### src/rtl/clkctl_pkg.sv
package clkctl_pkg;
  typedef enum logic [1:0] {
    CK_OFF     = 2'd0,
    CK_RISING  = 2'd1,
    CK_ON      = 2'd2,
    CK_FALLING = 2'd3
  } ck_state_e;

  localparam int NUM_CLK = 3;
  localparam int NUM_OPS = NUM_CLK + 2;
  localparam int NUM_EV  = NUM_OPS + 2;

  localparam int CK_XO  = 0;
  localparam int CK_PLL = 1;
  localparam int CK_LF  = 2;

  localparam logic [3:0] A_IEN     = 4'd0;
  localparam logic [3:0] A_IEN_SET = 4'd1;
  localparam logic [3:0] A_IEN_CLR = 4'd2;
  localparam logic [3:0] A_PEND    = 4'd3;
  localparam logic [3:0] A_FLAGS   = 4'd4;
  localparam logic [3:0] A_RUN     = 4'd5;
  localparam logic [3:0] A_ST_XO   = 4'd6;
  localparam logic [3:0] A_ST_PLL  = 4'd7;
  localparam logic [3:0] A_ST_LF   = 4'd8;
  localparam logic [3:0] A_SRC     = 4'd9;
  localparam logic [3:0] A_SRCCPY  = 4'd10;
  localparam logic [3:0] A_WARN    = 4'd11;

  localparam int LF_SRC_LSB = 8;
endpackage

### src/rtl/clkctl_clk_fsm.sv
module clkctl_clk_fsm
  import clkctl_pkg::*;
#(
  parameter int LAT = 1
) (
  input  logic clk,
  input  logic rst_n,
  input  logic start_i,
  input  logic stop_i,
  input  logic grant_i,
  output logic on_o,
  output logic run_o,
  output logic stat_o,
  output logic start_acc_o,
  output logic ready_o,
  output logic up_done_o
);
  localparam int CW = (LAT > 1) ? $clog2(LAT) : 1;
  localparam logic [CW-1:0] RELOAD = CW'(LAT - 1);

  ck_state_e   st_q;
  logic [CW-1:0] cnt_q;
  logic        run_q, stat_q;
  logic        stop_acc, moving, fire;

  assign start_acc_o = start_i && (st_q == CK_OFF || st_q == CK_FALLING);
  assign stop_acc    = stop_i && (st_q == CK_ON || st_q == CK_RISING);
  assign moving      = (st_q == CK_RISING) || (st_q == CK_FALLING);
  assign ready_o     = moving && (cnt_q == '0) && !start_acc_o && !stop_acc;
  assign fire        = ready_o && grant_i;
  assign up_done_o   = fire && (st_q == CK_RISING);
  assign on_o        = (st_q == CK_ON);
  assign run_o       = run_q;
  assign stat_o      = stat_q;

  always_ff @(posedge clk or negedge rst_n) begin
    if (!rst_n) begin
      st_q   <= CK_OFF;
      cnt_q  <= '0;
      run_q  <= 1'b0;
      stat_q <= 1'b0;
    end else if (start_acc_o) begin
      st_q  <= CK_RISING;
      run_q <= 1'b1;
      cnt_q <= RELOAD;
    end else if (stop_acc) begin
      st_q  <= CK_FALLING;
      run_q <= 1'b0;
      cnt_q <= RELOAD;
    end else if (fire) begin
      if (st_q == CK_RISING) begin
        st_q   <= CK_ON;
        stat_q <= 1'b1;
      end else begin
        st_q   <= CK_OFF;
        stat_q <= 1'b0;
      end
    end else if (moving && cnt_q != '0) begin
      cnt_q <= cnt_q - 1'b1;
    end
  end
endmodule

### src/rtl/clkctl_oneshot.sv
module clkctl_oneshot #(
  parameter int LAT = 1
) (
  input  logic clk,
  input  logic rst_n,
  input  logic trig_i,
  input  logic grant_i,
  output logic acc_o,
  output logic ready_o,
  output logic done_o
);
  localparam int CW = (LAT > 1) ? $clog2(LAT) : 1;
  localparam logic [CW-1:0] RELOAD = CW'(LAT - 1);

  logic          busy_q;
  logic [CW-1:0] cnt_q;

  assign acc_o   = trig_i && !busy_q;
  assign ready_o = busy_q && (cnt_q == '0);
  assign done_o  = ready_o && grant_i;

  always_ff @(posedge clk or negedge rst_n) begin
    if (!rst_n) begin
      busy_q <= 1'b0;
      cnt_q  <= '0;
    end else if (acc_o) begin
      busy_q <= 1'b1;
      cnt_q  <= RELOAD;
    end else if (done_o) begin
      busy_q <= 1'b0;
    end else if (busy_q && cnt_q != '0) begin
      cnt_q <= cnt_q - 1'b1;
    end
  end
endmodule

### src/rtl/clkctl_irq.sv
module clkctl_irq #(
  parameter int NEV = 7
) (
  input  logic           clk,
  input  logic           rst_n,
  input  logic           ien_wr,
  input  logic           ien_set,
  input  logic           ien_clr,
  input  logic           flag_wr,
  input  logic [NEV-1:0] wdata,
  input  logic [NEV-1:0] ev_set,
  output logic [NEV-1:0] ien_o,
  output logic [NEV-1:0] flags_o,
  output logic [NEV-1:0] pend_o,
  output logic           irq_o
);
  logic [NEV-1:0] ien_q, flags_q, kept;

  assign kept    = flag_wr ? (flags_q & wdata) : flags_q;
  assign ien_o   = ien_q;
  assign flags_o = flags_q;
  assign pend_o  = flags_q & ien_q;
  assign irq_o   = |pend_o;

  always_ff @(posedge clk or negedge rst_n) begin
    if (!rst_n) begin
      ien_q   <= '0;
      flags_q <= '0;
    end else begin
      flags_q <= kept | ev_set;
      if (ien_wr)       ien_q <= wdata;
      else if (ien_set) ien_q <= ien_q | wdata;
      else if (ien_clr) ien_q <= ien_q & ~wdata;
    end
  end
endmodule

### src/rtl/clkctl_core.sv
module clkctl_core
  import clkctl_pkg::*;
#(
  parameter int LAT_XO   = 1,
  parameter int LAT_PLL  = 1,
  parameter int LAT_LF   = 1,
  parameter int LAT_CAL  = 1,
  parameter int LAT_TUNE = 1,
  parameter int SRC_W    = 2,
  parameter int AW       = 4,
  parameter int DW       = 16
) (
  input  logic               clk,
  input  logic               rst_n,
  input  logic [NUM_CLK-1:0] task_start,
  input  logic [NUM_CLK-1:0] task_stop,
  input  logic               task_cal,
  input  logic               task_tune,
  input  logic               reg_wr,
  input  logic [AW-1:0]      reg_addr,
  input  logic [DW-1:0]      reg_wdata,
  output logic [DW-1:0]      reg_rdata,
  output logic [NUM_EV-1:0]  evt_pulse,
  output logic               irq
);
  localparam int CK_LAT [NUM_CLK] = '{LAT_XO, LAT_PLL, LAT_LF};

  logic [NUM_CLK-1:0] ck_on, ck_run, ck_stat, ck_sacc, ck_rdy, ck_up;
  logic [NUM_OPS-1:0] op_rdy, op_grant;
  logic               cal_acc, cal_rdy, cal_done;
  logic               tune_acc, tune_rdy, tune_done;
  logic [NUM_EV-1:0]  ev_set, ien_q, flags_q, pend;
  logic [SRC_W-1:0]   src_sel_q, src_copy_q, src_rep_q;
  logic               warn_q;
  logic [NUM_EV-1:0]  evt_q;

  for (genvar g = 0; g < NUM_CLK; g++) begin : g_ck
    clkctl_clk_fsm #(.LAT(CK_LAT[g])) u_fsm (
      .clk        (clk),
      .rst_n      (rst_n),
      .start_i    (task_start[g]),
      .stop_i     (task_stop[g]),
      .grant_i    (op_grant[g]),
      .on_o       (ck_on[g]),
      .run_o      (ck_run[g]),
      .stat_o     (ck_stat[g]),
      .start_acc_o(ck_sacc[g]),
      .ready_o    (ck_rdy[g]),
      .up_done_o  (ck_up[g])
    );
  end

  clkctl_oneshot #(.LAT(LAT_CAL)) u_cal (
    .clk(clk), .rst_n(rst_n), .trig_i(task_cal), .grant_i(op_grant[NUM_CLK]),
    .acc_o(cal_acc), .ready_o(cal_rdy), .done_o(cal_done)
  );

  clkctl_oneshot #(.LAT(LAT_TUNE)) u_tune (
    .clk(clk), .rst_n(rst_n), .trig_i(task_tune), .grant_i(op_grant[NUM_CLK+1]),
    .acc_o(tune_acc), .ready_o(tune_rdy), .done_o(tune_done)
  );

  // lowest index wins: crystal, PLL, low-frequency, calibration, tune
  assign op_rdy   = {tune_rdy, cal_rdy, ck_rdy};
  assign op_grant = op_rdy & (~op_rdy + 1'b1);
  assign ev_set   = {2'b00, tune_done, cal_done, ck_up};

  logic wr_ien, wr_set, wr_clr, wr_flags;
  assign wr_ien   = reg_wr && (reg_addr == A_IEN);
  assign wr_set   = reg_wr && (reg_addr == A_IEN_SET);
  assign wr_clr   = reg_wr && (reg_addr == A_IEN_CLR);
  assign wr_flags = reg_wr && (reg_addr == A_FLAGS);

  clkctl_irq #(.NEV(NUM_EV)) u_irq (
    .clk(clk), .rst_n(rst_n),
    .ien_wr(wr_ien), .ien_set(wr_set), .ien_clr(wr_clr), .flag_wr(wr_flags),
    .wdata(reg_wdata[NUM_EV-1:0]), .ev_set(ev_set),
    .ien_o(ien_q), .flags_o(flags_q), .pend_o(pend), .irq_o(irq)
  );

  always_ff @(posedge clk or negedge rst_n) begin
    if (!rst_n) begin
      src_sel_q  <= '0;
      src_copy_q <= '0;
      src_rep_q  <= '0;
      warn_q     <= 1'b0;
      evt_q      <= '0;
    end else begin
      evt_q <= ev_set;
      if (reg_wr && reg_addr == A_SRC) src_sel_q <= reg_wdata[SRC_W-1:0];
      if (ck_sacc[CK_LF]) src_copy_q <= src_sel_q;
      if (ck_up[CK_LF])   src_rep_q  <= src_copy_q;
      warn_q <= ((reg_wr && reg_addr == A_WARN) ? (warn_q & reg_wdata[0]) : warn_q)
              | (cal_acc && !ck_on[CK_XO]);
    end
  end

  assign evt_pulse = evt_q;

  always_comb begin
    reg_rdata = '0;
    case (reg_addr)
      A_IEN:    reg_rdata[NUM_EV-1:0]  = ien_q;
      A_PEND:   reg_rdata[NUM_EV-1:0]  = pend;
      A_FLAGS:  reg_rdata[NUM_EV-1:0]  = flags_q;
      A_RUN:    reg_rdata[NUM_CLK-1:0] = ck_run;
      A_ST_XO:  reg_rdata[0]           = ck_stat[CK_XO];
      A_ST_PLL: reg_rdata[0]           = ck_stat[CK_PLL];
      A_ST_LF: begin
        reg_rdata[0]                       = ck_stat[CK_LF];
        reg_rdata[LF_SRC_LSB +: SRC_W]     = src_rep_q;
      end
      A_SRC:    reg_rdata[SRC_W-1:0]   = src_sel_q;
      A_SRCCPY: reg_rdata[SRC_W-1:0]   = src_copy_q;
      A_WARN:   reg_rdata[0]           = warn_q;
      default:  reg_rdata = '0;
    endcase
  end
endmodule

### config.mk
export PLATFORM = sky130hd
export DESIGN_NAME = clkctl_core
export DESIGN_NICKNAME = d
export VERILOG_FILES = /design/src/rtl/clkctl_pkg.sv /design/src/rtl/clkctl_clk_fsm.sv /design/src/rtl/clkctl_oneshot.sv /design/src/rtl/clkctl_irq.sv /design/src/rtl/clkctl_core.sv
export SDC_FILE = /design/constraint.sdc
export NUM_CORES = 1
export LEC_CHECK = 0
export BUFFER_PORTS_ARGS = -buffer_cell sky130_fd_sc_hd__buf_2
export CORE_ASPECT_RATIO = 0.5
export CORE_MARGIN = 2
export CORE_UTILIZATION = 30
export CTS_BUF_LIST = sky130_fd_sc_hd__clkbuf_4
export DETAILED_ROUTE_END_ITERATION = 16
export HOLD_SLACK_MARGIN = 0.12
export SLEW_MARGIN = 20
export SYNTH_ARGS = -nofsm -noshare
export SYNTH_HDL_FRONTEND = slang
export SYNTH_SLANG_ARGS = --single-unit
### constraint.sdc
create_clock -name clk -period 2.3 [get_ports clk]
set_clock_uncertainty 0.2 [all_clocks]
set_input_delay 0.23 -clock clk [delete_from_list [all_inputs] [get_ports clk]]
set_output_delay 0.23 -clock clk [all_outputs]
set_load 0.05 [all_outputs]
Word-level counts from Yosys, hierarchy flattened:

Cells that the tools add are included.

* flip-flop bits (word level): 45
* bits of input ports: 31
* output and inout bits: 24
* word-level logic and storage cells: 212

* reduce and logical (&&, ||, !) cells: 84
* $add $sub $neg: 6
* equal/unequal tests: 25
* bitwise logic cells: 21
* multiplexer cells: 53

Operators by type and width (count)
* logical AND 1 bit: 39
* 2-to-1 mux 1 bit: 32
* 2-to-1 mux 7 bit: 4
* 2-to-1 mux 2 bit: 13
* bitwise AND 7 bit: 3
* nonzero test 3 bit: 7
* equality test 4 x 3 -> 1 bit, second input constant: 4
* equality test 4 bit, second input constant: 4
* nonzero test 2 bit: 7
* equality test 2 bit, second input constant: 6
* case mux 4 bit (3 select lines): 1
* NOT 1 bit: 11
* case mux 1 bit (10 select lines): 1
* AND reduction 2 bit: 5
* logical NOT 1 bit: 9
* logical OR 1 bit: 9
* inequality test 3 x 1 -> 1 bit, second input constant: 3
* AND reduction 3 bit: 3
* equality test 4 x 2 -> 1 bit, second input constant: 2
* NOT 7 bit: 1
* bitwise OR 7 x 5 -> 7 bit: 1
* bitwise OR 7 bit: 1
* OR reduction 7 bit: 1
* equality test 2 x 1 -> 1 bit, second input constant: 3
* 12 further kinds: 19

Depth between registers and ports, before layout:

Gate-level depths: netlist (run 1).

* depth after elaboration: 13
* mapped depth: 7
* gate-level depth less buffers: 6

Hierarchy:

A second synthesis (run 1) with hierarchy kept.

* cells, all modules: 244
* area total of the unflattened synthesis: 2578.7 µm²

By module, submodules not included
* clkctl_core: instances 1, area an instance 895.9 µm², cells each 92, sequential area each 300.3 µm²
* clkctl_clk_fsm: instances 3, area an instance 285.3 µm², cells each 27, sequential area each 125.1 µm²
* clkctl_irq: instances 1, area an instance 631.9 µm², cells each 55, sequential area each 350.3 µm²
* clkctl_oneshot: instances 2, area an instance 97.6 µm², cells each 8, sequential area each 50.0 µm²

Worst setup path before layout (run 1):

Ideal clock, no wire load.

* kind: input-to-output
* from: input port reg_addr[2]
* to: output port reg_rdata[8]
* buffers on the path: 1
* cell stages on the path: 4
* data arrival time: 2.156 ns
* setup slack: -0.286 ns
* required time: 1.870 ns
* cells stage by stage: inv_1 > ha_1 > clkbuf_1 > nor4bb_1

* cells in the longest elaborated chain, start to end: 2

RTL lines
* start: declaration: RTL line clkctl_core.sv:20 `input logic [AW-1:0] reg_addr,`
* equality test 4 bit: RTL line clkctl_core.sv:102 `case (reg_addr)`
* 2-to-1 mux 2 bit: RTL line clkctl_core.sv:102
* end: declaration: RTL line clkctl_core.sv:22 `output logic [DW-1:0] reg_rdata,`

Every way passes these cells.

Worst setup path after layout (run 1):

* from: register g_ck[1].u_fsm.st_q[1]
* to: register g_ck[2].u_fsm.st_q[1]

* cells in the longest elaborated chain, start to end: 11
* elaborated cells between the ends (all ways): 19
* classes of those cells: 1 x add/sub; 3 x eq/ne; 2 x bitwise; 13 x reduce/logical

RTL lines
* start: declaration: RTL line clkctl_clk_fsm.sv:21 `ck_state_e st_q;`
* start signal: assignment: RTL line clkctl_clk_fsm.sv:38 `st_q <= CK_OFF;`
* start signal: assignment: RTL line clkctl_clk_fsm.sv:43 `st_q <= CK_RISING;`
* start signal: assignment: RTL line clkctl_clk_fsm.sv:47 `st_q <= CK_FALLING;`
* equality test 2 bit / logical NOT 2 bit (equally long branches): RTL line clkctl_clk_fsm.sv:26, clkctl_clk_fsm.sv:28
* logical OR 1 bit: RTL line clkctl_clk_fsm.sv:26 `assign start_acc_o = start_i && (st_q == CK_OFF || st_q == CK_FALLING);`
* logical AND 1 bit: RTL line clkctl_clk_fsm.sv:26
* logical NOT 1 bit: RTL line clkctl_clk_fsm.sv:29 `assign ready_o = moving && (cnt_q == '0) && !start_acc_o && !stop_acc;`
* logical AND 1 bit: RTL line clkctl_clk_fsm.sv:29
* logical AND 1 bit *: RTL line clkctl_clk_fsm.sv:29
* NOT 5 bit *: RTL line clkctl_core.sv:65 `assign op_grant = op_rdy & (~op_rdy + 1'b1);`
* adder 5 x 1 -> 5 bit *: RTL line clkctl_core.sv:65
* bitwise AND 5 bit *: RTL line clkctl_core.sv:65
* logical AND 1 bit *: RTL line clkctl_clk_fsm.sv:30 `assign fire = ready_o && grant_i;`
* nonzero test 3 bit (no source line) *
* end signal: assignment: RTL line clkctl_clk_fsm.sv:38
* end signal: assignment: RTL line clkctl_clk_fsm.sv:43
* end signal: assignment: RTL line clkctl_clk_fsm.sv:47
* end: declaration: RTL line clkctl_clk_fsm.sv:21

Every way passes the cells marked *; elsewhere a longest branch is shown, timed or not.
A chain may end at the register's enable or synchronous reset.

==> impl_metrics.toml, run 1 <==
[sta]
final-hold-violation-count = 0
setup_viol = 0
min_period_ns = 2.23
fin_setup_tns_ns = 0
fin_crit_sh = 0.969
slew_headroom = 0.573
fmax_mhz = 449
final_max_slew_viol_count = 0
worstMarginPinSlew_ns = 0.632

[critical_path]
path_cells = "inv_2, ha_4, mux2_4, o32ai_4, nor4_4, a311o_1"
crit_buf_inv = 1
worstSetupStartpointType = "flip-flop"
cpMaxStageDelayCell = "dfrtp_1"
cp_top_family = "compound AO/OA/AOI/OAI gates"
worstPathRequired_ns = 2.38
path_max_fanout = 5
slowest_delay_ns = 0.42
crit_type = "reg -> reg"
cp-end-kind = "flip-flop"
arrival_ns = 2.30

[logic_synthesis]
synth_mux_area_frac = 0.0618
ys_seq_area_frac = 0.475
synth_edf_count = 0
synth-simple-area-share = 0.156
syn_area_sq_mm = 0.00237
yosys.area_share.xor_xnor = 0
synthAdderAreaFrac = 0.0528
ys_ff_latch = 45
ys.flop_type = "dfrtp_1"
synthCells = 225
syn_area_per_cell_sq_um = 10.5
synth_top_family_by_area = "compound AO/OA/AOI/OAI gates"
async_flop_share = 1.00
synth-compound-area-share = 0.197
synth_cell_types = 44
yosys_warnings = 0

[routing]
vias_per_cell = 4.77
drc = 0
wl_per_cell_um = 13.7
firstDrtPassIters = 4
vias = 1914
antenna_left = 0
drt-initial-drc-count = 151
drt_wl_total_mm = 5.50

[place]
dpl.cell_count = 369
dpl.hpwl_mm = 3.95
gp_congestion = 0.836
port_buffers = 36

[worst_hold_path]
hp-class = "in -> reg"

[power_and_ir_drop]
p_int_uw = 2060
ir_drop_mv = 0.275
p_total_uw = 3460
swShare = 0.404
cellPowerDensity_mw_per_mm2 = 1140
power_leakage_uw = 0.00138
comb_power_share = 0.482
clkPwrFrac = 0.153
power_frac_seq = 0.365
switchingPower_uw = 1400

[cts]
cts_buffer_depth = 2
numCtsBuffers = 5
clk_pin_slew_ns = 0.15
cts_tree = "yes"
cts-root-buf = "clkbuf_4"
clock_sinks = 45
clock_latency_ns = 0.37
htree_levels = 2

[global_routing]
grt_pass1_wl_mm = 9.08
grt_antenna_before_repair = 0
grt_util_all_layers = 0.137
grt_pass1_vias = 1849
grt_overflow_total = 0
busiest_layer = "met2"
met3_usage = 0.0305
met1_usage = 0.179
grt_max_degree = 46
use_met2 = 0.224

[die]
ioPinCount = 55
dieHeight_um = 66.8
dieArea_sq_mm = 0.00867
die-width_um = 130
std_cell_rows = 22
initial_core_util = 0.317
coreArea_sq_mm = 0.00749

[run_status]
status = "completed"

[layout]
utilization = 0.406
nets = 333
drive_above_1_share = 0.266
fillers = 715
instances_no_fill = 401
n_antenna_cell = 0
area_growth_pct = 28.2

[flow_run]
maxCapViolCount = 0
power groups by stage:
stage	Combinational [uW]	Sequential [uW]	Clock (uW)
CTS	1590	1250	541
finish	1670	1260	529
detailed placement	1470	1270	0
floorplan	1010	1340	0
global route	1840	1300	591
global placement	1430	1250	0
layout by cell type, fill, tap and decap left out, types with 2 or more instances in the layout:
cell type / netlist / final
dfrtp_1: 45 / 45
buf_2: 0 / 35
o21ai_0: 25 / 20
dlygate4sd3_1: 0 / 20
nor2_1: 17 / 16
nand2_1: 15 / 15
buf_4: 9 / 12
a22o_1: 11 / 11
inv_1: 11 / 10
mux2_2: 9 / 9
conb_1: 1 / 9
a21oi_1: 8 / 8
ha_1: 10 / 7
nand2b_1: 6 / 6
o21ai_1: 0 / 5
clkbuf_4: 0 / 5
nand3_1: 4 / 4
a21o_1: 4 / 4
nand4_1: 3 / 3
a22oi_1: 3 / 3
o21a_1: 3 / 3
mux2_4: 3 / 3
nor3_1: 3 / 3
ha_4: 0 / 3
and2_1: 2 / 2
nor4bb_1: 2 / 2
a32oi_1: 2 / 2
nand3b_1: 2 / 2
nor4b_1: 2 / 2
kinds of logic (layout without fill, tap and decap cells):
| kind of cell | count (synthesis) | after routing |
|---|---|---|
| AO/OA/AOI/OAI | 65 | 65 |
| adder cells (fa/ha/maj) | 10 | 10 |
| buffers and inverters | 26 | 86 |
| flip-flops | 45 | 45 |
| multiplexers | 12 | 12 |
| other | 1 | 9 |
| AND/OR/NAND/NOR | 66 | 66 |
worst paths after layout:
path                                                    from                                 to  slack [ns]  cells after the start
max in group asynchronous                              rst_n                          async pin        1.27                      3
min in group asynchronous                              rst_n             evt_pulse[0]$_DFF_PN0_        0.25                      3
max reg2reg                g_ck[1].u_fsm.st_q[1]$_DFFE_PN0P_  g_ck[2].u_fsm.st_q[1]$_DFFE_PN0P_        0.07                      6
max                        g_ck[1].u_fsm.st_q[1]$_DFFE_PN0P_  g_ck[2].u_fsm.st_q[1]$_DFFE_PN0P_        0.07                      6
min reg2reg                         u_cal.busy_q$_DFFE_PN0P_            u_cal.cnt_q$_DFFE_PN0P_        0.30                      1
min                                              reg_addr[0]           src_sel_q[1]$_DFFE_PN0P_        0.20                      3
layout make-up:
type / instances / area (sq um) / share of cell area
Inverter: 11 / 41.3 / 0.0136
Multi-Input combinational cell: 162 / 1180 / 0.389
Sequential cell: 45 / 1130 / 0.371
Clock buffer: 5 / 37.5 / 0.0124
Timing Repair Buffer: 67 / 465 / 0.153
Clock inverter: 3 / 50.0 / 0.0165
Tap cell: 108 / 135 / 0.0445
routing by layer:
layer / wire length [um] / vias up / share of wire
met2: 2600 / 41 / 0.47
met1: 2630 / 931 / 0.48
met3: 205 / 8 / 0.037
li1: - / 934 / -
met4: 63 / 0 / 0.011
met5: 0 / - / 0
through the flow:
| stage | setup slack (ns) | hold WS, ns | cell area, sq um |
|---|---|---|---|
| 6_report | 0.0717 | 0.205 | 3040 |
| 5_1_grt | -0.0154 | 0.193 | 3040 |
| 4_1_cts | 0.0105 | 0.193 | 2990 |
| 3_5_place_dp | 0.0114 | 0.153 | 2680 |
| 3_3_place_gp | 0.0487 | 0.145 | 2680 |
| 2_1_floorplan | -0.286 | -0.266 | 2400 |
synthesized netlist by cell type, types with 2 or more instances:
library cell | n | area share
dfrtp_1 | 45 | 0.48
o21ai_0 | 25 | 0.053
nor2_1 | 17 | 0.027
nand2_1 | 15 | 0.024
a22o_1 | 11 | 0.041
inv_1 | 11 | 0.017
ha_1 | 10 | 0.053
buf_4 | 9 | 0.029
mux2_2 | 9 | 0.043
a21oi_1 | 8 | 0.017
clkbuf_1 | 6 | 0.0095
nand2b_1 | 6 | 0.016
a21o_1 | 4 | 0.013
nand3_1 | 4 | 0.0084
a22oi_1 | 3 | 0.0095
mux2_4 | 3 | 0.019
nand4_1 | 3 | 0.0079
nor3_1 | 3 | 0.0063
o21a_1 | 3 | 0.0095
a32oi_1 | 2 | 0.0074
and2_1 | 2 | 0.0053
nand3b_1 | 2 | 0.0063
nor4b_1 | 2 | 0.0074
nor4bb_1 | 2 | 0.0084
repair_timing:
item	in CTS	in global routing
cloned	0	0
buffers inserted	1	3
hold buffers	20	0
pin swaps	0	4
hold endpoints to repair	80	0
gates resized for setup	1	7
endpoints found under the setup margin	1	4
worst min-delay path, cell delays in order:
cell and delay [ns]:
buf_2 0.19, nand4_1 0.17, mux2_2 0.16
No activity file was read; power rests on OpenSTA's default activity.
==> run 2, diff against run 1 <==
--- a/config.mk
+++ b/config.mk
@@ -6,12 +6,15 @@
 export NUM_CORES = 1
 export LEC_CHECK = 0
 export BUFFER_PORTS_ARGS = -buffer_cell sky130_fd_sc_hd__buf_2
+export CELL_PAD_IN_SITES_DETAIL_PLACEMENT = 0
+export CELL_PAD_IN_SITES_GLOBAL_PLACEMENT = 1
 export CORE_ASPECT_RATIO = 0.5
 export CORE_MARGIN = 2
 export CORE_UTILIZATION = 30
 export CTS_BUF_LIST = sky130_fd_sc_hd__clkbuf_4
 export DETAILED_ROUTE_END_ITERATION = 16
 export HOLD_SLACK_MARGIN = 0.12
+export PLACE_DENSITY_LB_ADDON = 0.1
 export SLEW_MARGIN = 20
 export SYNTH_ARGS = -nofsm -noshare
 export SYNTH_HDL_FRONTEND = slang
==> run 2 against run 1 <==
Effect of this change: global-route usage increased by 2.1 points; register-to-register slack worse by 0.03 ns; via count is 0.73% higher; sequential share of layout area decreased by 0.52 points; total power shrank 2.1%; worst hold slack improved by 0.046 ns; core utilization rose by 0.62 points; critical endpoint unchanged; final cell count rose by 2.5%; worst setup slack got worse by 0.031 ns; non-clock buffer count is 10 higher; largest cell class unchanged.
==> impl_metrics.toml, run 2 (synthesis results as in run 1) <==
[die]
ioPinCount = 55
std_cell_rows = 22
dieArea_sq_mm = 0.00867
dieHeight_um = 66.8
coreArea_sq_mm = 0.00749
initial_core_util = 0.317
die-width_um = 130

[sta]
rsz0062_at_grt = "yes"
fmax_mhz = 443
final-hold-violation-count = 0
setup_viol = 0
slew_headroom = 0.589
min_period_ns = 2.26
worstMarginPinSlew_ns = 0.612
fin_crit_sh = 0.982
final_max_slew_viol_count = 0
worst_slack_ns = 0.0410

[layout]
area_growth_pct = 30.1
multi_input_area_sq_mm = 0.00118
n_antenna_cell = 0
final_common_cell = "dfrtp_1"
utilization = 0.412
fillers = 763
drive_above_1_share = 0.287
ff_latch_area_sq_mm = 0.00113
mostFrequentLayoutCells = "dfrtp_1, buf_2, o21ai_0, dlygate4sd3_1, buf_4"
nets = 343

[cts]
clock_sinks = 45
cts-root-buf = "clkbuf_4"
clock_latency_ns = 0.38
cts_tree = "yes"
clk_pin_slew_ns = 0.15
htree_levels = 2
cts_buffer_depth = 2
numCtsBuffers = 5

[routing]
antenna_left = 0
vias = 1928
vias_per_cell = 4.69
drt-initial-drc-count = 129
drc = 0
firstDrtPassIters = 4
wl_per_cell_um = 14.8
drt_wl_total_mm = 6.10

[worst_hold_path]
hp-class = "in -> async"

[place]
port_buffers = 36
gp_congestion = 0.745
pre_cts_ws_ns = 0.0223
dpl.hpwl_mm = 4.39

[flow_run]
maxCapViolCount = 0

[critical_path]
cp-end-kind = "flip-flop"
slowest_delay_ns = 0.52
crit_type = "reg -> reg"
cp_top_family = "simple AND/OR/NAND/NOR gates"
path_cells = "ha_4, mux2_4, or4_4, a311o_1"
crit_buf_inv = 0
worstPathRequired_ns = 2.39
arrival_ns = 2.35
path_max_fanout = 5
cpMaxStageDelayCell = "or4_4"
worstSetupStartpointType = "flip-flop"

[global_routing]
grt_util_all_layers = 0.157
grt_antenna_before_repair = 0
grt_overflow_total = 0
grt_max_degree = 46
grt_pass1_vias = 1959
grt_pass1_wl_mm = 10.2

[power_and_ir_drop]
ir_drop_mv = 0.349
power_leakage_uw = 0.00141
cellPowerDensity_mw_per_mm2 = 1100

[run_status]
status = "completed"
[run 2: cell type report]
| type | instances | area share |
|---|---|---|
| multi-input cells | 162 | 0.384 |
| flip-flops and latches | 45 | 0.366 |
| repair buffers | 77 | 0.175 |
| well taps | 108 | 0.0438 |
| inverters | 11 | 0.0134 |
| clock buffers | 5 | 0.0122 |
| clock inverters | 3 | 0.00568 |
[run 2: power by group]
group | internal (uW) | leakage [uW] | switching (uW)
clock | 116 | 0.0000326 | 287
combinational | 800 | 0.000840 | 920
sequential | 1060 | 0.000539 | 207
[run 2: tightest hold or removal path: cells and delay by family]
kind,cells,cell delay (ns)
buffers and inverters,3,1.09
[run 2: final timing paths]
kind                            slack, ns                               from                                end  cells after the start
max in group asynchronous            1.23                              rst_n  g_ck[0].u_fsm.st_q[1]$_DFFE_PN0P_                      3
worst max-delay path                 0.04  g_ck[2].u_fsm.st_q[0]$_DFFE_PN0P_  g_ck[2].u_fsm.st_q[1]$_DFFE_PN0P_                      4
worst max register to register       0.04  g_ck[2].u_fsm.st_q[0]$_DFFE_PN0P_  g_ck[2].u_fsm.st_q[1]$_DFFE_PN0P_                      4
worst min register to register       0.31   g_ck[2].u_fsm.stat_o$_DFFE_PN0P_   g_ck[2].u_fsm.stat_o$_DFFE_PN0P_                      1
min in group clk                     0.28                        reg_addr[0]         u_irq.flags_o[2]$_DFF_PN0_                      5
worst min-delay path                 0.25                              rst_n             evt_pulse[0]$_DFF_PN0_                      3
[run 2: stage by stage]
step / instances / TNS (ns) / power, uW / hold slack, ns / instance area (sq um)
6_report: 411 / 0 / 3390 / 0.250 / 3080
5_1_grt: 411 / -0.0431 / 3680 / 0.296 / 3080
4_1_cts: 409 / -0.00505 / 3310 / 0.263 / 3030
3_5_place_dp: 380 / 0 / 2810 / 0.170 / 2760
3_3_place_gp: 380 / 0 / 2780 / 0.159 / 2760
2_1_floorplan: 233 / -0.573 / 2350 / -0.266 / 2400
[run 2: metal layers]
| layer | up-vias | part of all wire | GRT usage |
|---|---|---|---|
| li1 | 948 | - | - |
| met1 | 937 | 0.55 | 0.228 |
| met2 | 36 | 0.40 | 0.234 |
| met3 | 7 | 0.039 | 0.0353 |
| met4 | 0 | 0.011 | 0.0444 |
| met5 | - | 0 | 0 |
[run 2: repair_timing]
action	4_1_cts	5_1_grt
endpoints found under the hold margin	80	0
setup endpoints to repair	1	10
resized for setup	1	5
buffers inserted	0	2
hold buffers	21	0
